## src/rtl/burst_col_pkg.sv

```systemverilog
package burst_col_pkg;
  localparam int LEN_CODE_W = 3;
  localparam logic [LEN_CODE_W-1:0] LEN_1   = 3'd0;
  localparam logic [LEN_CODE_W-1:0] LEN_2   = 3'd1;
  localparam logic [LEN_CODE_W-1:0] LEN_4   = 3'd2;
  localparam logic [LEN_CODE_W-1:0] LEN_8   = 3'd3;
  localparam logic [LEN_CODE_W-1:0] LEN_ROW = 3'd7;
endpackage

```

## src/rtl/burst_cfg_decode.sv

```systemverilog
module burst_cfg_decode
  import burst_col_pkg::*;
#(
  parameter int COL_W = 8
) (
  input  logic [LEN_CODE_W-1:0] len_code,
  input  logic                  ilv_req,
  output logic [COL_W-1:0]      len_mask,
  output logic                  full_row,
  output logic                  ilv_eff
);
  // Mask of the address bits that move during a burst of the coded length.
  function automatic logic [COL_W-1:0] code_to_mask(input logic [LEN_CODE_W-1:0] c);
    case (c)
      LEN_2:   return COL_W'(1);
      LEN_4:   return COL_W'(3);
      LEN_8:   return COL_W'(7);
      LEN_ROW: return '1;
      default: return '0;  // LEN_1 and reserved codes
    endcase
  endfunction

  assign len_mask = code_to_mask(len_code);
  assign full_row = (len_code == LEN_ROW);
  // interleaving is not offered for a full row
  assign ilv_eff  = ilv_req && !full_row;
endmodule

```

## src/rtl/burst_step_ctr.sv

```systemverilog
module burst_step_ctr #(
  parameter int COL_W = 8
) (
  input  logic             clk,
  input  logic             rst_n,
  input  logic             start,
  input  logic             stop,
  input  logic [COL_W-1:0] start_col,
  input  logic [COL_W-1:0] mask_in,
  input  logic             full_in,
  input  logic             ilv_in,
  output logic             active,
  output logic             last,
  output logic [COL_W-1:0] base_q,
  output logic [COL_W-1:0] step_q,
  output logic [COL_W-1:0] mask_q,
  output logic             ilv_q
);
  logic full_q;

  always_ff @(posedge clk) begin
    if (!rst_n) begin
      active <= 1'b0;
      base_q <= '0;
      step_q <= '0;
      mask_q <= '0;
      full_q <= 1'b0;
      ilv_q  <= 1'b0;
    end else if (start) begin
      active <= 1'b1;
      base_q <= start_col;
      step_q <= '0;
      mask_q <= mask_in;
      full_q <= full_in;
      ilv_q  <= ilv_in;
    end else if (stop) begin
      active <= 1'b0;
    end else if (active) begin
      if (last) active <= 1'b0;
      else      step_q <= step_q + 1'b1;
    end
  end

  // Finite burst reaches its final index; a full row never ends by itself.
  assign last = active && !full_q && (step_q == mask_q);


  start_loads_chk: assert property (@(posedge clk) disable iff (!rst_n)
    start |=> (active && step_q == '0 && base_q == $past(start_col)));

  stop_clears_chk: assert property (@(posedge clk) disable iff (!rst_n)
    (stop && !start) |=> !active);

  last_ends_chk: assert property (@(posedge clk) disable iff (!rst_n)
    (last && !start) |=> !active);

  step_advance_chk: assert property (@(posedge clk) disable iff (!rst_n)
    (active && !last && !start && !stop) |=> (active && step_q == $past(step_q) + 1'b1));

  row_no_last_chk: assert property (@(posedge clk) disable iff (!rst_n)
    (active && full_q) |-> !last);

  single_last_chk: assert property (@(posedge clk) disable iff (!rst_n)
    (active && !full_q && mask_q == '0) |-> last);
endmodule

```

## src/rtl/burst_addr_map.sv

```systemverilog
module burst_addr_map #(
  parameter int COL_W = 8
) (
  input  logic [COL_W-1:0] base,
  input  logic [COL_W-1:0] step,
  input  logic [COL_W-1:0] mask,
  input  logic             ilv,
  output logic [COL_W-1:0] addr
);
  // Sequential count; carries out of the masked low field only land in
  // bits that the mask discards, so the field wraps modulo the length.
  function automatic logic [COL_W-1:0] seq_sum(input logic [COL_W-1:0] b,
                                               input logic [COL_W-1:0] s);
    return b + s;
  endfunction

  function automatic logic [COL_W-1:0] ilv_mix(input logic [COL_W-1:0] b,
                                               input logic [COL_W-1:0] s);
    return b ^ s;
  endfunction

  logic [COL_W-1:0] sum_w;
  logic [COL_W-1:0] mix_w;
  assign sum_w = seq_sum(base, step);
  assign mix_w = ilv_mix(base, step);

  for (genvar i = 0; i < COL_W; i++) begin : g_bit
    assign addr[i] = mask[i] ? (ilv ? mix_w[i] : sum_w[i]) : base[i];
  end
endmodule

```

## src/rtl/burst_col_gen.sv

```systemverilog
module burst_col_gen
  import burst_col_pkg::*;
#(
  parameter int COL_W = 8
) (
  input  logic                  clk,
  input  logic                  rst_n,
  input  logic                  cmd_start,
  input  logic                  cmd_stop,
  input  logic [COL_W-1:0]      start_col,
  input  logic [LEN_CODE_W-1:0] len_code,
  input  logic                  ilv_mode,
  output logic                  col_valid,
  output logic [COL_W-1:0]      col_addr,
  output logic                  burst_done
);
  logic [COL_W-1:0] dec_mask;
  logic             dec_full;
  logic             dec_ilv;
  logic             run_w;
  logic             last_w;
  logic [COL_W-1:0] base_q;
  logic [COL_W-1:0] step_q;
  logic [COL_W-1:0] mask_q;
  logic             ilv_q;

  burst_cfg_decode #(.COL_W(COL_W)) u_dec (
    .len_code (len_code),
    .ilv_req  (ilv_mode),
    .len_mask (dec_mask),
    .full_row (dec_full),
    .ilv_eff  (dec_ilv)
  );

  burst_step_ctr #(.COL_W(COL_W)) u_ctr (
    .clk       (clk),
    .rst_n     (rst_n),
    .start     (cmd_start),
    .stop      (cmd_stop),
    .start_col (start_col),
    .mask_in   (dec_mask),
    .full_in   (dec_full),
    .ilv_in    (dec_ilv),
    .active    (run_w),
    .last      (last_w),
    .base_q    (base_q),
    .step_q    (step_q),
    .mask_q    (mask_q),
    .ilv_q     (ilv_q)
  );

  burst_addr_map #(.COL_W(COL_W)) u_map (
    .base (base_q),
    .step (step_q),
    .mask (mask_q),
    .ilv  (ilv_q),
    .addr (col_addr)
  );

  assign col_valid  = run_w;
  assign burst_done = last_w;


  done_has_valid_chk: assert property (@(posedge clk) disable iff (!rst_n)
    burst_done |-> col_valid);

  upper_fixed_chk: assert property (@(posedge clk) disable iff (!rst_n)
    (col_valid && !cmd_start && !cmd_stop && !burst_done)
      |=> ((col_addr & ~mask_q) == ($past(col_addr) & ~mask_q)));

  restart_addr_chk: assert property (@(posedge clk) disable iff (!rst_n)
    cmd_start |=> (col_valid && col_addr == $past(start_col)));
endmodule

```

## config.mk

```make
export PLATFORM = sky130hd
export DESIGN_NAME = burst_col_gen
export DESIGN_NICKNAME = d
export VERILOG_FILES = /design/src/rtl/burst_col_pkg.sv /design/src/rtl/burst_cfg_decode.sv /design/src/rtl/burst_step_ctr.sv /design/src/rtl/burst_addr_map.sv /design/src/rtl/burst_col_gen.sv
export SDC_FILE = /design/constraint.sdc
export NUM_CORES = 1
export LEC_CHECK = 0
export BUFFER_PORTS_ARGS = -buffer_cell sky130_fd_sc_hd__buf_2
export CAP_MARGIN = 5
export CORE_MARGIN = 3
export CORE_UTILIZATION = 40
export CTS_BUF_LIST = sky130_fd_sc_hd__clkbuf_4 sky130_fd_sc_hd__clkbuf_8
export DETAILED_ROUTE_END_ITERATION = 10
export PLACE_DENSITY_LB_ADDON = 0.05
export SLEW_MARGIN = 20
export SYNTH_ARGS = -nofsm -noshare
export SYNTH_HDL_FRONTEND = slang
export SYNTH_SLANG_ARGS = --single-unit
```

## constraint.sdc

```tcl
create_clock -name clk -period 3 [get_ports clk]
set_input_delay 0.3 -clock clk [delete_from_list [all_inputs] [get_ports clk]]
set_output_delay 0.3 -clock clk [all_outputs]
set_load 0.02 [all_outputs]
```

==> results of run 1 <==
-- logic make-up (layout without fill, tap and decap cells) --
logic type	count (synthesis)	in the layout	synth area share (%)
AOI/OAI and AO/OA	37	37	17.41
xor gates and xnor gates	11	11	7.020
adders and majority gates	9	9	8.751
buffers and inverters	12	36	3.281
DFF	22	22	32.09
muxes	12	12	8.843
and+or+nand+nor	60	60	22.61
-- flip-flops by register name, summed over array words and instances (netlist names) --
signal and flops:
u_ctr.mask_q 4, u_ctr.ilv_q 1, u_ctr.base_q 8, u_ctr.active 1
u_ctr.step_q 8
-- worst min-delay path by stage --
stage | start | to | slack, ns | cells past startpoint
floorplan | rst_n | u_ctr.mask_q[1]$_SDFFE_PN0P_ | 0.43 | 1
finish | start_col[2] | u_ctr.base_q[2]$_SDFFE_PN0P_ | 0.23 | 3
global route | start_col[2] | u_ctr.base_q[2]$_SDFFE_PN0P_ | 0.24 | 3
detailed placement | u_ctr.mask_q[2]$_SDFFE_PN0P_ | u_ctr.mask_q[2]$_SDFFE_PN0P_ | 0.52 | 2
global placement | u_ctr.step_q[6]$_SDFFE_PP0P_ | u_ctr.step_q[6]$_SDFFE_PP0P_ | 0.51 | 2
CTS | start_col[2] | u_ctr.base_q[2]$_SDFFE_PN0P_ | 0.24 | 3
-- cells in the mapped netlist (4+ instances only) --
cell type  number
o21ai_0         9
a21oi_1        10
nand3_1         6
nand2_1        13
clkbuf_1        4
dfxtp_1        22
xnor2_1         9
inv_1           7
nor2b_1        12
nor2_1         13
ha_1            8
mux2i_1        11
-- metrics by stage --
step	area, um^2	cells	utilization [%]	power [uW]	hold WS [ns]
global placement	1534	227	48.65	416.3	0.5068
detailed placement	1534	227	48.65	418.2	0.5172
floorplan	1373	163	-	385.9	0.4282
global route	1572	231	49.84	613.2	0.2428
CTS	1570	231	49.80	585.2	0.2358
finish	1572	231	49.84	579.6	0.2338
-- final cells by class --
| class | instances | area share, % |
|---|---|---|
| multi-input cells | 129 | 56.45 |
| clock buffers | 4 | 2.309 |
| flip-flops and latches | 22 | 28.11 |
| inverters | 7 | 1.672 |
| well taps | 44 | 3.503 |
| repair buffers | 25 | 7.962 |
-- power groups by stage --
stage               clock, uW  combinational (uW)  sequential [uW]
global placement            0                95.1              321
detailed placement          0                97.1              321
CTS                       173                97.3              315
floorplan                   0                68.7              317
global route              189                 107              317
finish                    169                96.2              314
-- tightest hold or removal path, stage by stage --
cell     delay (ns)
buf_2          0.07
mux2i_1        0.05
nor2b_1        0.09
-- routing by layer --
layer / vias up / part of all wire [%]
met1: 522 / 50
met4: 0 / 1.4
li1: 627 / -
met2: 21 / 46
met5: - / 0
met3: 5 / 3.0
==> summary.md, run 1 <==
| Metric | Value |
|---|---|
| Post-synthesis sequential area ratio | `32.09%` |
| NetSw | `160.6 uW` |
| Number of fill cells | `339` |
| Die Ht | `64.58 um` |
| FF+latch count, synth | `22` |
| Max Freq | `0.3689 GHz` |
| Sequential share of power | `54.2%` |
| Max Slew Vio Count | `0` |
| Synth Cell Area | `1373 um^2` |
| Crit. End Element | `output pin` |
| Synth top area share | `32.09%` |
| EDFF count, synth | `0` |
| GP Congestion | `0.8515` |
| Area of the multi-input gates | `887.1 um^2` |
| Clock Latency Late Sink | `0.32 ns` |
| CTS max path bufs | `2` |
| Drt total wl | `2877 um` |
| Critical Path End | `col_addr[6]` |
| Commonest cells after routing, fill and taps aside | `25 x buf_2, 21 x dfxtp_1, 13 x nor2_1, 13 x nand2_1, 12 x nor2b_1` |
| Pre-CTS setup slack | `0.5648 ns` |
| Slowest CP cell | `dfxtp_2` |
| Worst-path clk slew | `0.12 ns` |
| Most common cell after layout, fill and taps aside | `buf_2` |
| Worst hold path type | `input port to flip-flop` |
| ANT nets after route | `0` |
| PD cells | `368.8 nW/um^2` |
| Crit. Startpoint | `u_ctr.step_q[0]$_SDFFE_PP0P_` |
| Clock skew | `0.001435 ns` |
| Slew margin rel. | `69.22%` |
| Vias per std cell | `5.087` |
| Area delta synth->final | `14.49%` |
| Core area | `3153 um^2` |
| DR vias | `1175` |
| Wire per inst | `12.45 um` |
| DRT iter0 DRCs | `75` |
| CTS tree | `done` |
| Worst Path Max Fanout | `6` |
| Final min period | `2.711 ns` |
| RR Endpoint | `u_ctr.step_q[6]$_SDFFE_PP0P_` |
| Busiest grt layer | `met2` |
| Synth warn | `0` |
| Die area | `4171 um^2` |
| Clk sinks | `22` |
| CTS H-tree lvls | `1` |
| Share of layout cells above drive strength 1 | `18.72%` |
| Gr ovfl total | `0` |
| Async SR Flop Fraction | `0%` |
| Max-Cap Viols | `0` |
| Status | `finished, final reports clean` |
| Initial core utilization | `43.53%` |
| First-pass GRT wire length | `4919 um` |
| Post-CTS Resized | `0` |
| Antenna violations before repair | `0` |
| Hold Vio Cnt, Final | `0` |
| Top FF cell, synth | `dfxtp_1` |
| Reg2Reg Depth | `5` |
| Port bufs | `25` |
| FF/Latch Area | `441.7 um^2` |
| Crit path cell chain | `ha_1 > inv_1 > fa_1 > nor2b_1 > o21ai_1 > a211oi_1 > o21ai_0 > a31o_2 > buf_2` |
| Worst-margin pin slew | `0.4575 ns` |
| Internal power | `419.0 uW` |
| Post-Route Setup TNS | `0 ns` |
| Req. time, crit path | `2.70 ns` |
| Comb pwr share | `16.6%` |
| IO Count | `26` |
| CP Depth | `9` |
| Largest net degree at the start of global routing | `17` |
| Die X | `64.58 um` |
| CTS Hold Bufs | `0` |
| Synth area leader | `dfxtp_1` |
| Clk pwr share | `29.2%` |
| Leak pwr | `0.0006793 uW` |
| Num CTS Buffers | `3` |
| Final Worst Setup Slack | `0.2891 ns` |
| Worst Setup Start Kind | `flip-flop` |
| GR Util met2 | `24.61%` |
| Crit share post-route | `90.36%` |
| Post CTS Setup Buffer Count | `0` |
| DR DRC count | `0` |
| FP Rows | `20` |
| Tot GR Track Use | `14.98%` |
| Drt pass-1 iters | `4` |
| Syn_nets | `188` |
| Peak VDD IR | `157.5 uV` |
| Mapped Cells | `163` |
| Dpl hpwl | `2274 um` |
| Reg-to-reg slack, setup | `1.32 ns` |
| Largest cells by area after synthesis | `dfxtp_1 32%, mux2i_1 8.0%, ha_1 7.3%` |
| Layout Nets | `213` |
| Synthesized area per cell | `8.421 um^2` |
| Switching Fraction | `27.71%` |
| Met1 global-route usage | `19.89%` |
| Root buf cell | `clkbuf_4` |
| Post-synth cell types | `36` |
| RSZ-0062 raised after global routing | `no` |
| Max incr delay on CP | `0.41 ns` |
| Met3 usage | `2.600%` |
| CP arrival | `2.41 ns` |
| Bufs and invs on worst path | `2` |
| Diode count | `0` |
| Final setup viols | `0` |
| Reg-to-Reg Start | `u_ctr.mask_q[6]$_SDFFE_PN0P_` |
| Delay-heaviest family, CP | `compound AO/OA/AOI/OAI gates` |
| CP Class | `flip-flop to output pin` |
| Vias in the first global route | `1080` |
Power figures use the tool's default switching activity.
==> run 2, diff against run 1 <==
- CORE_ASPECT_RATIO: default -> 0.8
- MAX_ROUTING_LAYER: default -> met4
==> summary.md, run 2 (same netlist as run 1, synthesis figures left out) <==
| Metric | Value |
|---|---|
| Dpl hpwl | `2390 um (+5.1%)` |
| Vias in the first global route | `1122 (+3.9%)` |
| DRT iter0 DRCs | `74 (-1.3%)` |
| Max Freq | `0.3621 GHz (-1.8%)` |
| Final instance area | `1600 um^2 (+1.8%)` |
| DR DRC count | `0 (unchanged)` |
| Final setup viols | `0 (unchanged)` |
| Worst-margin pin slew | `0.4019 ns (-0.05557 ns)` |
| Tot GR Track Use | `16.46% (+1.5 points)` |
| Die X | `71.49 um (+11%)` |
| Commonest cells after routing, fill and taps aside | `25 x buf_2, 22 x dfxtp_1, 13 x nor2_1, 13 x nand2_1, 12 x nor2b_1` |
| Crit share post-route | `92.05% (+1.7 points)` |
| Antenna violations before repair | `0 (unchanged)` |
| Port bufs | `25 (unchanged)` |
| Num CTS Buffers | `3 (unchanged)` |
| GP Congestion | `0.8680 (+1.9%)` |
| DR vias | `1177 (+0.17%)` |
| CTS H-tree lvls | `1 (unchanged)` |
| Drt pass-1 iters | `4 (unchanged)` |
| Hold Vio Cnt, Final | `0 (unchanged)` |
| Worst-path clk slew | `0.08 ns (-0.04 ns)` |
| Die Ht | `58.40 um (-9.6%)` |
| Post-CTS Resized | `0 (unchanged)` |
| RSZ-0062 raised after global routing | `no` |
| Post-Place Cell Area | `1529 um^2 (-0.33%)` |
| PD cells | `430.6 nW/um^2 (+17%)` |
| Clock Latency Late Sink | `0.27 ns (-0.05 ns)` |
| Number of fill cells | `312 (-8.0%)` |
| Largest regs | `u_ctr.base_q x8, u_ctr.step_q x8, u_ctr.mask_q x4` |
| CTS Hold Bufs | `0 (unchanged)` |
| CP Class | `flip-flop to output pin` |
| Clock skew | `0.002086 ns (+0.0006516 ns)` |
| Most common cell after layout, fill and taps aside | `buf_2` |
| Layout Nets | `213 (unchanged)` |
| Reg2Reg Depth | `5 (unchanged)` |
| Diode count | `0 (unchanged)` |
| Max-Cap Viols | `0 (unchanged)` |
| First-pass GRT wire length | `5292 um (+7.6%)` |
| ANT nets after route | `0 (unchanged)` |
| CP arrival | `2.46 ns (+0.05 ns)` |
| Die area | `4175 um^2 (about the same)` |
| Final min period | `2.761 ns (+0.05052 ns)` |
| Worst hold path type | `input port to flip-flop` |
| Gr ovfl total | `0 (unchanged)` |
| Peak VDD IR | `328.3 uV (+110%)` |
| Vias per std cell | `5.185 (+1.9%)` |
| Post-Route Setup TNS | `0 ns (unchanged)` |
| Hold endpoint | `u_ctr.base_q[3]$_SDFFE_PN0P_` |
| Reg-to-Reg Start | `u_ctr.mask_q[6]$_SDFFE_PN0P_` |
| IO Count | `26 (unchanged)` |
| Leak pwr | `0.0006935 uW (+2.1%)` |
| Status | `finished, final reports clean` |
| Reg-to-reg slack, setup | `1.30 ns (-0.02 ns)` |
| Largest net degree at the start of global routing | `17 (unchanged)` |
| Crit. End Element | `output pin` |
| Max Slew Vio Count | `0 (unchanged)` |
| CTS tree | `done` |
| Clk sinks | `22 (unchanged)` |
| Slew margin rel. | `72.51% (+3.3 points)` |
| Share of layout cells above drive strength 1 | `18.18% (-0.53 points)` |
| RR Endpoint | `u_ctr.step_q[6]$_SDFFE_PP0P_` |
| Req. time, crit path | `2.70 ns (about the same)` |
| Worst Hold Depth | `3 (unchanged)` |
| Drt total wl | `2959 um (+2.9%)` |
| Core area | `3176 um^2 (+0.71%)` |
| Root buf cell | `clkbuf_8` |
| CTS max path bufs | `2 (unchanged)` |
| Initial core utilization | `43.22% (-0.31 points)` |
| Worst Path Max Fanout | `6 (unchanged)` |
| Wire per inst | `13.04 um (+4.7%)` |
| Post CTS Setup Buffer Count | `0 (unchanged)` |
| FP Rows | `18 (-10%)` |
| Hold Worst Slack | `0.2864 ns (+0.05252 ns)` |
| Area delta synth->final | `16.59%` |
| Hold Startpoint | `start_col[3]` |
| Worst Setup Start Kind | `flip-flop` |
[run 2: cell count changes in the layout (fill, tap and decap cells not counted), sizes merged]
cell / change
bufinv: +1
clkbuf: -1
[run 2: stage by stage]
| stage | worst slack, ns | cells | utilization [%] | total power, uW |
|---|---|---|---|---|
| after detailed placement | 0.5203 | 223 | 48.15 | 418.7 |
| after global routing | 0.04978 | 227 | 50.39 | 727.9 |
| after floorplan | 0.8464 | 163 | - | 385.9 |
| after CTS | 0.2248 | 227 | 50.39 | 699.0 |
| after global placement | 0.6112 | 223 | 48.15 | 417.1 |
| final | 0.2386 | 227 | 50.39 | 689.1 |
[run 2: where the power goes]
part	switching (uW)	internal, uW
combinational	53.8	41.7
sequential	12.4	303
clock	100	178
total	166	523
[run 2: worst max-delay path: stages, from the launching register on]
cell and delay, ns:
dfxtp_1 0.46, ha_1 0.26, inv_1 0.07, fa_1 0.38, nor2b_1 0.13, o21ai_1 0.08, a211oi_1 0.29, o21ai_0 0.14
a31o_2 0.24, buf_2 0.15
[run 2: worst max-delay path by stage]
stage / start / to / slack, ns / cells after the start
after floorplan: u_ctr.step_q[0]$_SDFFE_PP0P_ / col_addr[6] / 0.85 / 8
after global placement: u_ctr.step_q[0]$_SDFFE_PP0P_ / col_addr[6] / 0.61 / 9
after detailed placement: u_ctr.step_q[0]$_SDFFE_PP0P_ / col_addr[6] / 0.52 / 9
after CTS: u_ctr.step_q[0]$_SDFFE_PP0P_ / col_addr[6] / 0.22 / 9
after global routing: u_ctr.step_q[0]$_SDFFE_PP0P_ / col_addr[6] / 0.05 / 9
final: u_ctr.step_q[0]$_SDFFE_PP0P_ / col_addr[6] / 0.24 / 9
[run 2: layer usage]
layer	share of wire, %	GRT usage (%)	wire length (um)
met5	0	-	0
met2	41	22.51	1216
met3	4.2	4.266	124
met1	54	24.56	1603
met4	0.47	2.413	14
[run 2: area by class of cell]
class,instances,area (um^2),area share [%]
Clock buffer,3,41.29,2.580
Clock inverter,1,30.03,1.876
Inverter,7,26.28,1.642
Multi-Input combinational cell,129,887.1,55.43
Sequential cell,22,440.4,27.52
Tap cell,40,50.05,3.127
Timing Repair Buffer,25,125.1,7.819
